--- config.mk ---
export PLATFORM = sky130hd
export DESIGN_NAME = pe_sequencer
export DESIGN_NICKNAME = d
export VERILOG_FILES = /design/src/rtl/pe_seq_pkg.sv /design/src/rtl/pe_write_latch.sv /design/src/rtl/pe_start_window.sv /design/src/rtl/pe_cycle_engine.sv /design/src/rtl/pe_sequencer.sv
export SDC_FILE = /design/constraint.sdc
export NUM_CORES = 1
export LEC_CHECK = 0
export ABC_CLOCK_PERIOD_IN_PS = 1500
export BUFFER_PORTS_ARGS = -buffer_cell sky130_fd_sc_hd__buf_2
export CORE_MARGIN = 2
export CORE_UTILIZATION = 30
export DETAILED_ROUTE_END_ITERATION = 8
export GPL_TIMING_DRIVEN = 0
export PLACE_DENSITY = 0.54
export SLEW_MARGIN = 40
export SYNTH_ARGS = -nofsm -noshare
export SYNTH_HDL_FRONTEND = slang
export SYNTH_SLANG_ARGS = --single-unit
--- constraint.sdc ---
create_clock -name clk_i -period 1.5 [get_ports clk_i]
set_input_delay 0.15 -clock clk_i [delete_from_list [all_inputs] [get_ports clk_i]]
set_output_delay 0.15 -clock clk_i [all_outputs]
set_load 0.02 [all_outputs]
--- src/rtl/pe_seq_pkg.sv ---
package pe_seq_pkg;
  typedef enum logic [2:0] {
    OP_WRITE     = 3'd0,
    OP_CLEAR     = 3'd1,
    OP_CLEAR_ALL = 3'd2,
    OP_FILL_ALL  = 3'd3,
    OP_ENABLE    = 3'd4,
    OP_DISABLE   = 3'd5
  } pe_op_e;
endpackage

--- src/rtl/pe_write_latch.sv ---
module pe_write_latch (
  input  logic clk_i,
  input  logic rst_ni,
  input  logic set_i,
  input  logic clr_i,
  output logic wel_o
);
  logic wel_q;

  always_ff @(posedge clk_i or negedge rst_ni) begin
    if (!rst_ni)    wel_q <= 1'b0;
    else if (clr_i) wel_q <= 1'b0;
    else if (set_i) wel_q <= 1'b1;
  end

  assign wel_o = wel_q;

  p_wel_hold_r2: assert property (@(posedge clk_i) disable iff (!rst_ni)
    (!set_i && !clr_i) |=> $stable(wel_q));
  p_wel_set_r2: assert property (@(posedge clk_i) disable iff (!rst_ni)
    (set_i && !clr_i) |=> wel_q);
endmodule

--- src/rtl/pe_start_window.sv ---
module pe_start_window (
  input  logic clk_i,
  input  logic rst_ni,
  input  logic arm_i,
  input  logic cs_i,
  input  logic sk_rise_i,
  output logic armed_o,
  output logic start_o
);
  logic armed_q;

  always_ff @(posedge clk_i or negedge rst_ni) begin
    if (!rst_ni)                              armed_q <= 1'b0;
    else if (arm_i)                           armed_q <= 1'b1;
    else if (armed_q && (sk_rise_i || !cs_i)) armed_q <= 1'b0;
  end

  // a clock edge in the same cycle as the CS drop counts as late
  assign start_o = armed_q && !cs_i && !sk_rise_i;
  assign armed_o = armed_q;

  p_late_edge_drops_r5: assert property (@(posedge clk_i) disable iff (!rst_ni)
    (armed_q && sk_rise_i && !arm_i) |=> !armed_q);
  p_wait_while_cs_high_r4: assert property (@(posedge clk_i) disable iff (!rst_ni)
    (armed_q && cs_i && !sk_rise_i) |=> armed_q);
endmodule

--- src/rtl/pe_cycle_engine.sv ---
module pe_cycle_engine #(
  parameter int ADDR_W     = 6,
  parameter int DATA_W     = 16,
  parameter int CYCLE_CLKS = 625000
) (
  input  logic              clk_i,
  input  logic              rst_ni,
  input  logic              start_i,
  input  logic              sweep_i,
  input  logic              program_i,
  input  logic [ADDR_W-1:0] addr_i,
  input  logic [DATA_W-1:0] data_i,
  output logic              busy_o,
  output logic              mem_we_o,
  output logic [ADDR_W-1:0] mem_addr_o,
  output logic [DATA_W-1:0] mem_wdata_o
);
  localparam int TMR_W = $clog2(CYCLE_CLKS + 1);
  localparam logic [TMR_W-1:0] TMR_LAST = TMR_W'(CYCLE_CLKS - 1);

  logic              busy_q, pass_q, sweep_q, prog_q, done_q;
  logic [ADDR_W-1:0] addr_q, base_q;
  logic [DATA_W-1:0] data_q;
  logic [TMR_W-1:0]  tmr_q;
  logic upd_active, last_addr, last_upd, tmr_end, finish;

  always_comb begin
    upd_active = busy_q && !done_q;
    last_addr  = !sweep_q || (addr_q == '1);
    last_upd   = last_addr && (pass_q || !prog_q);
    tmr_end    = (tmr_q == TMR_LAST);
    finish     = busy_q && tmr_end && (done_q || last_upd);
  end

  always_ff @(posedge clk_i or negedge rst_ni) begin
    if (!rst_ni) begin
      busy_q  <= 1'b0;
      pass_q  <= 1'b0;
      sweep_q <= 1'b0;
      prog_q  <= 1'b0;
      done_q  <= 1'b0;
      addr_q  <= '0;
      base_q  <= '0;
      data_q  <= '0;
      tmr_q   <= '0;
    end else if (start_i && !busy_q) begin
      busy_q  <= 1'b1;
      pass_q  <= 1'b0;
      sweep_q <= sweep_i;
      prog_q  <= program_i;
      done_q  <= 1'b0;
      addr_q  <= sweep_i ? '0 : addr_i;
      base_q  <= addr_i;
      data_q  <= data_i;
      tmr_q   <= '0;
    end else if (busy_q) begin
      if (finish)   busy_q <= 1'b0;
      if (!tmr_end) tmr_q  <= tmr_q + 1'b1;
      if (upd_active) begin
        if (last_upd)       done_q <= 1'b1;
        else if (!last_addr) addr_q <= addr_q + 1'b1;
        else begin
          // clear pass finished, begin program pass
          pass_q <= 1'b1;
          addr_q <= sweep_q ? '0 : base_q;
        end
      end
    end
  end

  assign busy_o      = busy_q;
  assign mem_we_o    = upd_active;
  assign mem_addr_o  = addr_q;
  assign mem_wdata_o = pass_q ? data_q : '1;

  p_busy_len_r10: assert property (@(posedge clk_i) disable iff (!rst_ni)
    $fell(busy_q) |-> ($past(tmr_q) == TMR_LAST));
  p_sweep_step_r8: assert property (@(posedge clk_i) disable iff (!rst_ni)
    (upd_active && $past(upd_active) && sweep_q && (pass_q == $past(pass_q)))
      |-> (addr_q == $past(addr_q) + 1'b1));
  p_clear_first_r7: assert property (@(posedge clk_i) disable iff (!rst_ni)
    $rose(pass_q) |-> ($past(mem_we_o) && ($past(mem_wdata_o) == '1)));
endmodule

--- src/rtl/pe_sequencer.sv ---
module pe_sequencer
  import pe_seq_pkg::*;
#(
  parameter int ADDR_W     = 6,
  parameter int DATA_W     = 16,
  parameter int CYCLE_CLKS = 625000
) (
  input  logic              clk_i,
  input  logic              rst_ni,
  input  logic              cmd_valid_i,
  input  logic [2:0]        cmd_op_i,
  input  logic [ADDR_W-1:0] cmd_addr_i,
  input  logic [DATA_W-1:0] cmd_data_i,
  input  logic              cs_i,
  input  logic              sk_rise_i,
  output logic              busy_o,
  output logic              wel_o,
  output logic              mem_we_o,
  output logic [ADDR_W-1:0] mem_addr_o,
  output logic [DATA_W-1:0] mem_wdata_o
);
  pe_op_e            op, op_q;
  logic [ADDR_W-1:0] addr_q;
  logic [DATA_W-1:0] data_q;
  logic idle, armed, start, is_prog, arm, wel_set, wel_clr, busy, wel;

  assign op = pe_op_e'(cmd_op_i);

  always_comb begin
    idle    = !busy && !armed;
    is_prog = (op == OP_WRITE) || (op == OP_CLEAR) ||
              (op == OP_CLEAR_ALL) || (op == OP_FILL_ALL);
    arm     = cmd_valid_i && idle && is_prog && wel;
    wel_set = cmd_valid_i && idle && (op == OP_ENABLE);
    wel_clr = cmd_valid_i && idle && (op == OP_DISABLE);
  end

  always_ff @(posedge clk_i or negedge rst_ni) begin
    if (!rst_ni) begin
      op_q   <= OP_WRITE;
      addr_q <= '0;
      data_q <= '0;
    end else if (arm) begin
      op_q   <= op;
      addr_q <= cmd_addr_i;
      data_q <= cmd_data_i;
    end
  end

  pe_write_latch u_latch (
    .clk_i  (clk_i),
    .rst_ni (rst_ni),
    .set_i  (wel_set),
    .clr_i  (wel_clr),
    .wel_o  (wel)
  );

  pe_start_window u_window (
    .clk_i     (clk_i),
    .rst_ni    (rst_ni),
    .arm_i     (arm),
    .cs_i      (cs_i),
    .sk_rise_i (sk_rise_i),
    .armed_o   (armed),
    .start_o   (start)
  );

  pe_cycle_engine #(
    .ADDR_W     (ADDR_W),
    .DATA_W     (DATA_W),
    .CYCLE_CLKS (CYCLE_CLKS)
  ) u_engine (
    .clk_i       (clk_i),
    .rst_ni      (rst_ni),
    .start_i     (start),
    .sweep_i     ((op_q == OP_CLEAR_ALL) || (op_q == OP_FILL_ALL)),
    .program_i   ((op_q == OP_WRITE) || (op_q == OP_FILL_ALL)),
    .addr_i      (addr_q),
    .data_i      (data_q),
    .busy_o      (busy),
    .mem_we_o    (mem_we_o),
    .mem_addr_o  (mem_addr_o),
    .mem_wdata_o (mem_wdata_o)
  );

  assign busy_o = busy;
  assign wel_o  = wel;

  p_we_inside_busy_r11: assert property (@(posedge clk_i) disable iff (!rst_ni)
    mem_we_o |-> busy_o);
  p_locked_no_start_r3: assert property (@(posedge clk_i) disable iff (!rst_ni)
    $rose(busy_o) |-> wel_o);
  p_start_on_cs_drop_r4: assert property (@(posedge clk_i) disable iff (!rst_ni)
    $rose(busy_o) |-> $past(!cs_i && !sk_rise_i));
  p_busy_blocks_latch_r12: assert property (@(posedge clk_i) disable iff (!rst_ni)
    busy_o |=> $stable(wel_o));
endmodule

## Yosys cells after proc, flatten, opt, wreduce, memory -nomap -nowiden

Index checks and enable logic that the tools add are counted.

- $add $sub $neg: 2
- $mul: 0
- Div/mod/pow operators: 0
- $lt $le $gt $ge: 0
- Equal/unequal tests: 11
- Shifts and indexed selects: 0
- Mux-type cells: 27
- Bitwise gates (word level): 0
- Reductions and logical operators: 42

Operator list:

| operator | number |
|---|---|
| 2-to-1 mux 20 bit | 3 |
| 2-to-1 mux 6 bit | 7 |
| adder 20 x 1 -> 20 bit, second input constant | 1 |
| == test 20 bit, second input constant | 1 |
| 2-to-1 mux 1 bit | 16 |
| 2-to-1 mux 16 bit | 1 |
| logical AND 1 bit | 14 |
| == test 3 x 2 -> 1 bit, second input constant | 4 |
| nonzero test 2 bit | 6 |
| logical OR 1 bit | 9 |
| zero test 1 bit | 7 |
| adder 6 x 1 -> 6 bit, second input constant | 1 |
| == test 3 bit, second input constant | 2 |
| == test 6 bit, second input constant | 1 |
| zero test 3 bit | 2 |
| AND reduction 3 bit | 2 |
| inequality test 2 bit, second input constant | 2 |
| AND reduction 4 bit | 1 |
| == test 3 x 1 -> 1 bit, second input constant | 1 |
| AND reduction 2 bit | 1 |

- Bits in registers: 80
- Bits in latches: 0
- RAM bits: 0
- ROM bits: 0
- Bits of input ports: 30
- Memories kept: 0

## Logic depth before layout (Yosys ltp)

Gate-level depths: netlist of the first run.

- Depth in word-level cells: 8
- Depth in mapped cells: 7
- Gate-level depth less buffers: 6

## Cells and area by module

From an unflattened synthesis of the first run, not the netlist that was laid out.

- Cells, all modules: 377
- Area, all modules: 3865.0 um^2

Modules (own cells, without submodules):

| module | times used | cells an instance | area an instance (um^2) | sequential area each (um^2) |
|---|---|---|---|---|
| pe_cycle_engine | 1 | 311 | 2711.4 | 1326.3 |
| pe_sequencer | 1 | 60 | 1073.5 | 625.6 |
| pe_start_window | 1 | 4 | 45.0 | 25.0 |
| pe_write_latch | 1 | 2 | 35.0 | 25.0 |

## Worst setup path before layout of the first run

OpenSTA, ideal clock, no wires.

- Kind: register -> register
- Start: register u_engine.busy_q (netlist: u_engine.busy_o)
- End: register u_engine.addr_q[4] (netlist: u_engine.mem_addr_o[4])
- Data arrival time: 1.680 ns
- Path slack: -0.301 ns
- Cell stages (with the launch flop): 7
- Period minus slack after synthesis: 1.801 ns
- Cells stage by stage: dfrtp_1 -> nor2b_1 -> o21ai_0 -> o21ai_2 -> buf_2 -> nand2_1 -> a22o_1

RTL lines:

| what | RTL line | text |
|---|---|---|
| from (decl) | pe_cycle_engine.sv:21 | `logic busy_q, pass_q, sweep_q, prog_q, done_q;` |
| from (signal assigned) | pe_cycle_engine.sv:37 | `busy_q <= 1'b0;` |
| from (signal assigned) | pe_cycle_engine.sv:47 | `busy_q <= 1'b1;` |
| from (signal assigned) | pe_cycle_engine.sv:57 | `if (finish) busy_q <= 1'b0;` |
| logical AND 1 bit | pe_cycle_engine.sv:28 | `upd_active = busy_q && !done_q;` |
| named net mem_we_o | pe_sequencer.sv:18 | `output logic mem_we_o,` |
| nonzero test 2 bit (no source line) | n/a |  |
| AND reduction 3 bit (no source line) | n/a |  |
| to (signal assigned) | pe_cycle_engine.sv:52 | `addr_q <= sweep_i ? '0 : addr_i;` |
| to (signal assigned) | pe_cycle_engine.sv:61 | `else if (!last_addr) addr_q <= addr_q + 1'b1;` |
| to (signal assigned) | pe_cycle_engine.sv:65 | `addr_q <= sweep_q ? '0 : base_q;` |
| to (decl) | pe_cycle_engine.sv:22 | `logic [ADDR_W-1:0] addr_q, base_q;` |

The timed path passes the listed nets, and every way through them passes these cells.
A chain may end at the register's enable or synchronous reset.

## Final worst setup path of the first run

- Start: register u_engine.busy_q (netlist: u_engine.busy_o)
- End: register u_engine.tmr_q[16]

- Cells in the longest elaborated chain, start to end: 4

Ends and longest elaborated chain:

| what | RTL line | text |
|---|---|---|
| zero test 1 bit | pe_cycle_engine.sv:46 | `end else if (start_i && !busy_q) begin` |
| logical AND 1 bit | pe_cycle_engine.sv:46 |  |
| inequality test 2 bit (no source line) / nonzero test 2 bit (equally long branches) | n/a |  |
| AND reduction 2 bit (no source line) | n/a |  |
| to (signal assigned) | pe_cycle_engine.sv:58 | `if (!tmr_end) tmr_q <= tmr_q + 1'b1;` |
| to (decl) | pe_cycle_engine.sv:24 | `logic [TMR_W-1:0] tmr_q;` |

Parallel ways exist; a longest one is shown, timed or not.

==> reports/qor.yml, run 1 <==
synthTopCellsByArea: "dfrtp_1 54%, nand2_1 8.6%, mux2_2 7.3%"
powerDensity_nw_per_um2: 886.3
synth.avg_cell_area_um2: 10.32
cts_sinks: 80
critPathKind: "flip-flop to flip-flop"
seqPwrFrac_pct: 48.1
fin_crit_sh_pct: 115.3
hp-class: "input pin to flip-flop"
remaining_drc_errors: 0
clock_skew_ns: 0.003541
internal_power_mw: 3.536
fmax_mhz: 578.4
hold_violations: 0
antenna_found_initial: 0
num_rows: 40
syn_nets: 390
nFillCells: 1173
violations: "negative setup slack"
min_from: "cmd_op_i[0]"
synth_seq_area_share_pct: 54.20
p_sw_mw: 0.9520
fin_nets: 498
initial_utilization_pct: 30.75
io_buffers: 54
slew_headroom_pct: 74.35
hold_depth: 2
yosysTopAreaCell: "dfrtp_1"
synth.distinct_cells: 46
cts_buffers: 9
gp_congestion: 0.8067
tightest_slew_ns: 0.3847
crit_required_ns: 1.73
ant_nets: 0
clkPwrFrac_pct: 49.8
syn_area_um2: 3694
grt_max_degree: 42
rr_endpoint: "u_engine.tmr_q[16]"
die_x_um: 115.0
die-area_um2: 13220
layout_setup_ws_ns: -0.2289
status: "finished, violations left"
drv_slew: 0
placed_cells: 560
swShare_pct: 21.21
endpoint_kind: "flip-flop"
grt_pass1_vias: 2981
stdcell_area_um2: 5064
p_leak_nw: 2.638
syn_inst: 358
grt_overflow: 0
fp.dieH_um: 115.0
num_vias: 3043
synthFlopType: "dfrtp_1"
worst_hold_path.endpoint: "u_latch.wel_o"
postLayoutCoreUtil_pct: 42.16
first_iter_violations: 197
cts_buffer_depth: 2
viasPerCell: 4.924
worstSetupStartpointType: "flip-flop"
core-area_um2: 12010
hpwl_mm: 5.941
arrival_ns: 1.96
rsz0062_at_grt: "yes"
setup_violations: 73
h-tree-depth: 3
p_comb_share_pct: 2.1
clk_root_buffer_cell: "clkbuf_16"
worst-r2r-setup-slack_ns: -0.23
min_period_ns: 1.729
synth_seq_cells: 80
firstDrtPassIters: 5
synth_edf_count: 0
wl_per_cell_um: 15.34
area_growth_pct: 37.09
diodes: 0
reg2reg_from: "u_engine.busy_o"
clk_latency_ns: 0.34
cts_tree: "built"
layout.cells.non_filler: 618
vdd_drop_max_v: 0.0005235
ios: 55
whs_ns: 0.02579
rr_worst_depth: 7
p_total_mw: 4.488
dpl_cell_area_um2: 4250
drive_gt1_share_pct: 40.76
async_flop_share_pct: 100.0
track_usage_pct: 14.77
grt_first_pass_wirelength_mm: 15.13
routed_wl_mm: 9.478
ys_warn_count: 0
maxCapViolations: 0
worst-path-max-fanout: 11
synth_top_area_share_pct: 54.20
clkTransAtPathRegs_ns: 0.06
[placed cells by master, fill, tap and decap left out, types with 2 or more instances in the layout]
cell type  Yosys  final
o211ai_4       0      3
or3_1          4      2
a31oi_1        5      5
nand4_1        9      9
buf_12         0      3
and3_1         5      2
nor3b_1        4      3
or3_4          0      2
buf_6          1     12
o21ai_0       16     11
nand3_1        8      7
buf_4          1     37
nor3_2         0      3
nand2b_1      19     19
o211ai_1       2      2
a22o_1         4      4
inv_1          5      4
and4_4         0      2
xor2_1         5      5
a21oi_1        8      5
xnor2_1        4      4
dfrtp_2        0      7
o21ai_1        0      3
dfrtp_1       80     73
nand3b_1       6      6
buf_2         10     54
nor2_1        16     15
nand2_1       85     84
clkinv_4       0      2
a21oi_2        1      4
and3_4         0      3
mux2_2        24     24
nor2b_1        4      3
clkbuf_16      0      9
o21ai_2        1      2
clkinv_2       0      2
mux2i_1        4      4
[power by group through the flow]
stage                     sequential (mW)  combinational [mW]  clock (mW)
final                                2.16              0.0961        2.23
after global routing                 2.16               0.111        2.39
after CTS                            2.16               0.102        2.28
after detailed placement             2.20              0.0995           0
after global placement               2.20              0.0892           0
after floorplan                      2.20             0.00304           0
[kinds of logic (layout without fill, tap and decap cells)]
logic type / count (synthesis) / after routing / share of synthesized area (%)
adder cells (fa/ha/maj): 2 / 2 / 0.6774
AO/OA/AOI/OAI: 45 / 46 / 8.029
multiplexers: 28 / 28 / 8.401
XOR/XNOR: 9 / 9 / 2.134
flip-flops: 80 / 80 / 54.20
buffers and inverters: 19 / 131 / 2.575
AND/OR/NAND/NOR: 175 / 175 / 23.98
[cell type report]
class,instances,area (µm²),share of cell area [%]
Buffer,14,157.7,3.113
Clock buffer,10,239.0,4.720
Clock inverter,6,66.31,1.310
Inverter,5,18.77,0.3706
Multi-Input combinational cell,260,1764,34.84
Sequential cell,80,2011,39.71
Tap cell,147,183.9,3.632
Timing Repair Buffer,96,623.1,12.31
[critical path, cell delays in order, from the launching register on]
cell and delay [ns]:
dfrtp_2 0.42, buf_8 0.18, and3_4 0.24, nand4_1 0.21
buf_4 0.21, nor3_2 0.14, xnor2_1 0.15, nor2_1 0.06
[state kept, by name, indices dropped and copies added, names as in the netlist]
name	count
addr_q	6
data_q	16
u_window.armed_o	1
u_engine.base_q	6
u_engine.done_q	1
u_latch.wel_o	1
u_engine.pass_q	1
u_engine.sweep_q	1
u_engine.data_q	16
op_q	3
u_engine.prog_q	1
u_engine.mem_addr_o	6
u_engine.tmr_q	20
u_engine.busy_o	1
[per-layer routing]
| layer | wire (µm) | track usage [%] |
|---|---|---|
| met2 | 4556 | 23.18 |
| met1 | 4378 | 19.37 |
| met3 | 364 | 4.586 |
| met4 | 179 | 5.141 |
| met5 | 0 | 0 |
[repair_timing]
action	CTS	global route
hold endpoints to repair	40	0
gates resized for setup	33	23
setup endpoints to repair	88	78
buffers inserted	25	13
hold buffers	1	0
gates cloned	1	2
pin swaps	23	14
[per-stage QoR]
stage / worst slack (ns) / TNS, ns
after floorplan: -0.08596 / -3.468
after global placement: -0.5288 / -50.38
after detailed placement: -0.3894 / -21.93
after CTS: -0.1898 / -8.241
after global routing: -0.2938 / -10.95
final: -0.2289 / -7.140
[worst max-delay path by stage]
| stage | from | end | depth (start not counted) |
|---|---|---|---|
| after CTS | u_engine.busy_o | u_engine.mem_addr_o[3] | 5 |
| after floorplan | u_engine.busy_o | u_engine.mem_addr_o[0] | 5 |
| after detailed placement | u_engine.busy_o | u_engine.data_q[14] | 6 |
| after global placement | rst_ni | u_engine.mem_addr_o[1] | 1 |
| after global routing | u_engine.busy_o | u_engine.mem_addr_o[0] | 5 |
| final | u_engine.busy_o | u_engine.tmr_q[16] | 7 |
[cells in the mapped netlist, drive strengths merged (2+ instances only)]
library cell   n
buf           12
nor3b          4
and4           2
mux2i          4
o211ai         4
or3            4
nor4           2
xnor2          4
inv            5
nand3          8
nand2b        19
mux2          24
clkbuf         2
a21oi          9
nand2         85
a31oi          5
o31ai          2
nor2          16
xor2           5
ha             2
and3           5
and4bb         2
o21ai         17
and2           2
nand4          9
nor2b          4
nand3b         6
a22o           4
nor3           3
dfrtp         80
(Power assumes the default switching activity.)
==> inputs of run 2 (changes only) <==
--- a/config.mk
+++ b/config.mk
@@ -5,10 +5,12 @@
 export SDC_FILE = /design/constraint.sdc
 export NUM_CORES = 1
 export LEC_CHECK = 0
+export ABC_AREA = 1
 export ABC_CLOCK_PERIOD_IN_PS = 1500
 export BUFFER_PORTS_ARGS = -buffer_cell sky130_fd_sc_hd__buf_2
 export CORE_MARGIN = 2
 export CORE_UTILIZATION = 30
+export CTS_BUF_LIST = sky130_fd_sc_hd__clkbuf_4 sky130_fd_sc_hd__clkbuf_8
 export DETAILED_ROUTE_END_ITERATION = 8
 export GPL_TIMING_DRIVEN = 0
 export PLACE_DENSITY = 0.54
==> run 2 against run 1 <==
The flow still finishes with violations (negative setup slack). Largest cell class unchanged. Clock-buffer cell count unchanged. Flip-flop and latch count did not move. Clock power is 19% lower. Fmax rose by 10%. Critical endpoint is now u_engine.tmr_q[10].
==> reports/qor.yml, run 2 <==
top_regs: "u_engine.tmr_q (20), data_q (16), u_engine.data_q (16)"  # unchanged
critPathKind: "flip-flop to flip-flop"  # unchanged
min_period_ns: 1.569  # was 1.729 ns
arrival_ns: 1.88  # was 1.96 ns
cts_tree: "built"  # unchanged
endpoint_kind: "flip-flop"  # unchanged
fin_crit_sh_pct: 104.6  # was 115.3%
cp_cell_sequence: "inv_1, nand2_1, nor2_2, nand3_4, nor2_4, nor2_4, nor2_8, clkbuf_16, nand2_1, nand2_1"  # was buf_8, and3_4, nand4_1, buf_4, nor3_2, xnor2_1, nor2_1
ios: 55  # unchanged
fp.dieH_um: 120.1  # was 115.0 µm
layout_setup_ws_ns: -0.06898  # was -0.2289 ns
largest_reg_flops: 20  # unchanged
reg2reg_from: "u_engine.tmr_q[13]"  # was u_engine.busy_o
status: "finished, violations left"  # unchanged
largest_register: "u_engine.tmr_q"  # unchanged
wl_per_cell_um: 12.64  # was 15.34 µm
hpwl_mm: 7.041  # was 5.941 mm
gp_congestion: 0.9447  # was 0.8067
synth_edf_count: 0  # unchanged
initial_utilization_pct: 30.64  # was 30.75%
firstDrtPassIters: 4  # was 5
netlist_top_cells_count: "244 x nand2_1, 80 x dfrtp_1, 42 x nor2_1"  # was 85 x nand2_1, 80 x dfrtp_1, 24 x mux2_2
setup.worst_path.start: "u_engine.tmr_q[13]"  # was u_engine.busy_o
violations: "negative setup slack"  # unchanged
synth.avg_cell_area_um2: 7.625  # was 10.32 µm²
synth_seq_area_share_pct: 49.54  # was 54.20%
h-tree-depth: 3  # unchanged
io_buffers: 54  # unchanged
cts_sinks: 80  # unchanged
worstSetupStartpointType: "flip-flop"  # unchanged
grt_first_pass_wirelength_mm: 17.42  # was 15.13 mm
hp-class: "input pin to flip-flop"  # unchanged
hold_violations: 0  # unchanged
ant_nets: 0  # unchanged
drive_gt1_share_pct: 27.89  # was 40.76%
rr_endpoint: "u_engine.tmr_q[10]"  # was u_engine.tmr_q[16]
ys_warn_count: 0  # unchanged
num_vias: 3670  # was 3043
viasPerCell: 4.448  # was 4.924
num_rows: 42  # was 40
synthFlopType: "dfrtp_1"  # unchanged
final_cell_mix: "228 x nand2_1, 75 x dfrtp_1, 46 x buf_2"  # was 84 x nand2_1, 73 x dfrtp_1, 54 x buf_2
synthTopCellsByArea: "dfrtp_1 50%, nand2_1 23%, nor2_1 3.9%"  # was dfrtp_1 54%, nand2_1 8.6%, mux2_2 7.3%
final_common_cell: "nand2_1"  # unchanged
drv_slew: 0  # unchanged
p_leak_nw: 2.848  # was 2.638 nW
yosysMostFrequentCell: "nand2_1"  # unchanged
cts_buffer_depth: 2  # unchanged
detailedPlace.worstSlack_ns: -0.2430  # was -0.3894 ns
slowest_delay_ns: 0.43  # was 0.42 ns
synth_seq_cells: 80  # unchanged
postLayoutCoreUtil_pct: 42.12  # was 42.16%
die-area_um2: 14420  # was 13220 µm²
cp_common_cell: "nand2_1"
antenna_found_initial: 0  # unchanged
worst-r2r-setup-slack_ns: -0.07  # was -0.23 ns
remaining_drc_errors: 0  # unchanged
powerDensity_nw_per_um2: 737.9  # was 886.3 nW/µm²
clkTransAtPathRegs_ns: 0.08  # was 0.06 ns
cpMaxStageDelayCell: "dfrtp_1"  # was dfrtp_2
yosysTopAreaCell: "dfrtp_1"  # unchanged
cp-endpoint: "u_engine.tmr_q[10]"  # was u_engine.tmr_q[16]
clk_latency_ns: 0.37  # was 0.34 ns
syn_area_um2: 4041  # was 3694 µm²
slew_headroom_pct: 78.29  # was 74.35%
routed_wl_mm: 10.43  # was 9.478 mm
clk_root_buffer_cell: "clkbuf_8"  # was clkbuf_16
grt_overflow: 0  # unchanged
grt_max_degree: 51  # was 42
syn_inst: 530  # was 358
synth_top_area_share_pct: 49.54  # was 54.20%
area_growth_pct: 37.46  # was 37.09%
crit_required_ns: 1.81  # was 1.73 ns
fin_nets: 677  # was 498
synth.distinct_cells: 29  # was 46
track_usage_pct: 15.50  # was 14.77%
syn_nets: 562  # was 390
async_flop_share_pct: 100.0  # unchanged
rr_worst_depth: 10  # was 7
vdd_drop_max_v: 0.0005177  # was 0.0005235 V
fmax_mhz: 637.4  # was 578.4 MHz
clock_skew_ns: 0.008975  # was 0.003541 ns
diodes: 0  # unchanged
cts_buffers: 9  # unchanged
maxCapViolations: 0  # unchanged
worst-path-max-fanout: 6  # was 11
setup_violations: 15  # was 73
tightest_slew_ns: 0.3256  # was 0.3847 ns
die_x_um: 120.1  # was 115.0 µm
grt_pass1_vias: 3679  # was 2981
first_iter_violations: 174  # was 197
rsz0062_at_grt: "yes"  # unchanged
core-area_um2: 13190  # was 12010 µm²
==> run 2: where the power goes <==
group | switching (mW) | internal [mW] | total (mW)
Clock | 0.849 | 0.951 | 1.80
Sequential | 0 | 2.15 | 2.15
Combinational | 0.0654 | 0.0798 | 0.145
==> run 2: kinds of logic after synthesis <==
group	share of synthesized area [%]
AO/OA/AOI/OAI	4.860
XOR/XNOR	3.468
adder cells (fa/ha/maj)	0.6191
buffers and inverters	6.099
flip-flops	49.54
AND/OR/NAND/NOR	35.42
==> run 2: worst min-delay path by stage <==
| stage | depth (start not counted) | to | from | slack [ns] |
|---|---|---|---|---|
| 2_1_floorplan | 0 | addr_q[0] | rst_ni | -0.15 |
| 3_3_place_gp | 3 | data_q[10] | cmd_data_i[10] | 0.35 |
| 3_5_place_dp | 1 | u_engine.tmr_q[12] | rst_ni | 0.06 |
| 4_1_cts | 4 | u_window.armed_o | sk_rise_i | 0.03 |
| 5_1_grt | 4 | u_window.armed_o | sk_rise_i | 0.05 |
| 6_report | 4 | u_window.armed_o | sk_rise_i | 0.05 |
==> run 2: repair_timing <==
action / CTS / global route
resized for setup: 71 / 37
endpoints found under the setup margin: 92 / 67
hold buffers: 26 / 0
cloned: 1 / 1
buffers inserted: 13 / 9
pin swaps: 5 / 16
hold endpoints to repair: 57 / 0
==> run 2: per-layer routing <==
metal | vias up | wire [µm] | GRT usage [%]
met4 | 0 | 216 | 6.471
li1 | 1858 | - | -
met3 | 16 | 306 | 2.757
met5 | - | 0 | 0
met2 | 66 | 5244 | 26.46
met1 | 1730 | 4657 | 19.27
==> run 2: metrics by stage <==
| step | power [mW] | hold slack (ns) | setup TNS [ns] | std cells | instance area, µm² |
|---|---|---|---|---|---|
| after floorplan | 2.199 | -0.1456 | -0.001616 | 530 | 4069 |
| after global placement | 2.282 | 0.3506 | -43.00 | 760 | 4559 |
| after detailed placement | 2.294 | 0.06168 | -11.16 | 761 | 4593 |
| after CTS | 4.158 | 0.02867 | -1.420 | 816 | 5370 |
| after global routing | 4.246 | 0.04538 | -3.640 | 825 | 5555 |
| final | 4.099 | 0.04866 | -0.6971 | 825 | 5555 |
==> run 2: critical path, delay by kind of cell (launching register included) <==
kind          cells  cell delay (ns)
buf+inv           2             0.27
simple gates      8             0.80
flops             1             0.43
==> run 2: area by class of cell <==
class | instances | area (µm²)
fill | 1342 | 7635
sequential | 80 | 2008
multi-input combinational | 394 | 1967
timing repair buffer | 105 | 852.1
tap | 176 | 220.2
inverter | 38 | 155.1
buffer | 17 | 140.1
clock buffer | 10 | 131.4
clock inverter | 5 | 81.33
==> inputs of run 3 (changes only) <==
--- a/config.mk
+++ b/config.mk
@@ -9,11 +9,11 @@
 export ABC_CLOCK_PERIOD_IN_PS = 1500
 export BUFFER_PORTS_ARGS = -buffer_cell sky130_fd_sc_hd__buf_2
 export CORE_MARGIN = 2
-export CORE_UTILIZATION = 30
+export CORE_UTILIZATION = 54
 export CTS_BUF_LIST = sky130_fd_sc_hd__clkbuf_4 sky130_fd_sc_hd__clkbuf_8
 export DETAILED_ROUTE_END_ITERATION = 8
 export GPL_TIMING_DRIVEN = 0
-export PLACE_DENSITY = 0.54
+export PLACE_DENSITY = 0.84
 export SLEW_MARGIN = 40
 export SYNTH_ARGS = -nofsm -noshare
 export SYNTH_HDL_FRONTEND = slang
==> run 3 against run 2 <==
The flow finishes with violations (negative hold slack, negative setup slack). Non-clock buffer count down 3. Wire length is 10% higher. Fmax shrank 3.4%. Total power is 1.8% higher. Flip-flop and latch count is the same. Register-to-register slack worse by 0.05 ns. Combinational power decreased by 4%. Design area decreased by 1.9%. Highest routed layer unchanged. Final cell count is 9.6% lower.
==> reports/qor.yml, run 3 (same netlist as run 2, synthesis figures left out) <==
fin_crit_sh_pct: 108.2  # was 104.6%
setup_tns_ns: -1.593  # was -0.6971 ns
clock_skew_ns: 0.01294  # was 0.008975 ns
dpl_cell_area_um2: 4489  # was 4593 µm²
cp_cell_sequence: "inv_1, nand2_1, nor2_4, nand3_4, nor2_4, nor2_4, nor2_8, clkbuf_16, nand2_1, nand2_1"  # was inv_1, nand2_1, nor2_2, nand3_4, nor2_4, nor2_4, nor2_8, clkbuf_16, nand2_1, nand2_1
cpMaxStageDelayCell: "dfrtp_2"  # was dfrtp_1
die-area_um2: 8192  # was 14420 µm²
slew_headroom_pct: 70.94  # was 78.29%
top_regs: "u_engine.tmr_q (20), data_q (16), u_engine.data_q (16)"  # unchanged
clkTransAtPathRegs_ns: 0.09  # was 0.08 ns
h-tree-depth: 3  # unchanged
die_x_um: 90.51  # was 120.1 µm
status: "finished, violations left"  # unchanged
remaining_drc_errors: 0  # unchanged
critPathKind: "flip-flop to flip-flop"  # unchanged
tightest_slew_ns: 0.4359  # was 0.3256 ns
final_common_cell: "nand2_1"  # unchanged
wl_per_cell_um: 15.37  # was 12.64 µm
ant_nets: 0  # unchanged
cts_buffer_depth: 2  # unchanged
violations: "negative hold slack, negative setup slack"  # was negative setup slack
fin_nets: 674  # was 677
grt_pass1_vias: 3967  # was 3679
first_iter_violations: 279  # was 174
grt_first_pass_wirelength_mm: 17.87  # was 17.42 mm
whs_ns: -0.001842  # was 0.04866 ns
viasPerCell: 5.335  # was 4.448
grt_overflow: 0  # unchanged
clk_latency_ns: 0.37  # about the same
antenna_found_initial: 0  # unchanged
gp_congestion: 1.023  # was 0.9447
drv_slew: 0  # unchanged
stdcell_area_um2: 5451  # was 5555 µm²
largest_register: "u_engine.tmr_q"  # unchanged
cp_top_family: "simple AND/OR/NAND/NOR gates"  # unchanged
num_vias: 3980  # was 3670
min_period_ns: 1.624  # was 1.569 ns
layout.cells.non_filler: 746  # was 825
arrival_ns: 1.92  # was 1.88 ns
core-area_um2: 7253  # was 13190 µm²
diodes: 0  # unchanged
fp.dieH_um: 90.51  # was 120.1 µm
maxCapViolations: 0  # unchanged
critPathBufInv: 2  # unchanged
hp-class: "input pin to flip-flop"  # unchanged
p_leak_nw: 2.844  # was 2.848 nW
cts_tree: "built"  # unchanged
routed_wl_mm: 11.47  # was 10.43 mm
io_buffers: 54  # unchanged
layout_setup_ws_ns: -0.1237  # was -0.06898 ns
worstSetupStartpointType: "flip-flop"  # unchanged
cts_sinks: 80  # unchanged
fmax_mhz: 615.9  # was 637.4 MHz
placed_cells: 684  # was 761
firstDrtPassIters: 5  # was 4
num_rows: 31  # was 42
cts_buffers: 9  # unchanged
vdd_drop_max_v: 0.0006390  # was 0.0005177 V
powerDensity_nw_per_um2: 765.4  # was 737.9 nW/µm²
worst-path-max-fanout: 7  # was 6
grt_max_degree: 46  # was 51
clk_root_buffer_cell: "clkbuf_8"  # unchanged
largest_reg_flops: 20  # unchanged
crit_required_ns: 1.80  # was 1.81 ns
rsz0062_at_grt: "yes"  # unchanged
area_growth_pct: 34.89  # was 37.46%
ios: 55  # unchanged
hpwl_mm: 6.564  # was 7.041 mm
endpoint_kind: "flip-flop"  # unchanged
track_usage_pct: 27.72  # was 15.50%
final_cell_mix: "223 x nand2_1, 74 x dfrtp_1, 49 x buf_2"  # was 228 x nand2_1, 75 x dfrtp_1, 46 x buf_2
slowest_delay_ns: 0.46  # was 0.43 ns
drive_gt1_share_pct: 28.59  # was 27.89%
initial_utilization_pct: 55.72  # was 30.64%
hold_violations: 1  # was 0
setup_violations: 20  # was 15
[run 3: cell count changes in the layout (fill, tap and decap cells not counted), moves of 3 or more]
cell / delta
buf_6: -5
nand2_2: +4
nand2_1: -5
dlygate4sd3_1: -3
buf_2: +3
clkbuf_8: +3
[run 3: worst paths after layout]
kind | from | to | slack [ns] | cells past startpoint
max in group asynchronous | rst_ni | u_engine.pass_q | 0.68 | 3
worst min register to register | data_q[14] | data_q[14] | 0.48 | 2
worst max register to register | u_engine.tmr_q[9] | u_engine.tmr_q[8] | -0.12 | 10
worst min-delay path | cmd_addr_i[5] | addr_q[5] | -0.002 | 3
worst max-delay path | u_engine.tmr_q[9] | u_engine.tmr_q[8] | -0.12 | 10
min in group asynchronous | rst_ni | u_engine.tmr_q[11] | 0.27 | 2
[run 3: power by group]
| group | internal (mW) | switching [mW] |
|---|---|---|
| logic | 0.0728 | 0.0659 |
| registers | 2.15 | 0 |
| clock network | 1.04 | 0.839 |
[run 3: stage by stage]
step | power [mW] | util (%) | setup WS (ns)
after floorplan | 2.199 | - | -0.001616
after global placement | 2.278 | 61.53 | -0.4310
after detailed placement | 2.287 | 61.89 | -0.1928
after CTS | 4.182 | 71.83 | -0.09540
after global routing | 4.289 | 75.16 | -0.2153
final | 4.173 | 75.16 | -0.1237
[run 3: final cells by class]
type	count	area, µm²
sequential	80	2009
multi-input combinational	394	1974
buffer	17	127.6
clock buffer	11	151.4
fill	508	1802
timing repair buffer	102	827.0
clock inverter	5	85.08
inverter	38	152.6
tap	99	123.9
[run 3: per-layer routing]
| layer | global-route usage, % | share of wire, % |
|---|---|---|
| met2 | 48.38 | 52 |
| met1 | 31.06 | 38 |
| met4 | 16.28 | 4.7 |
| met3 | 6.010 | 5.9 |
| met5 | 0 | 0 |
[run 3: timing repair]
item                                    CTS  global route
hold endpoints to repair                 65             1
endpoints found under the setup margin   74            65
pin swaps                                 4            19
setup buffers                            11            10
cloned                                    2             1
hold buffers                             22             1
gates resized for setup                  60            43
[run 3: tightest hold or removal path: cells and delay by family]
| family | cells | cell delay [ns] |
|---|---|---|
| AOI/OAI and AO/OA | 1 | 0.06 |
| buffers and inverters | 1 | 0.07 |
| and+or+nand+nor | 1 | 0.04 |
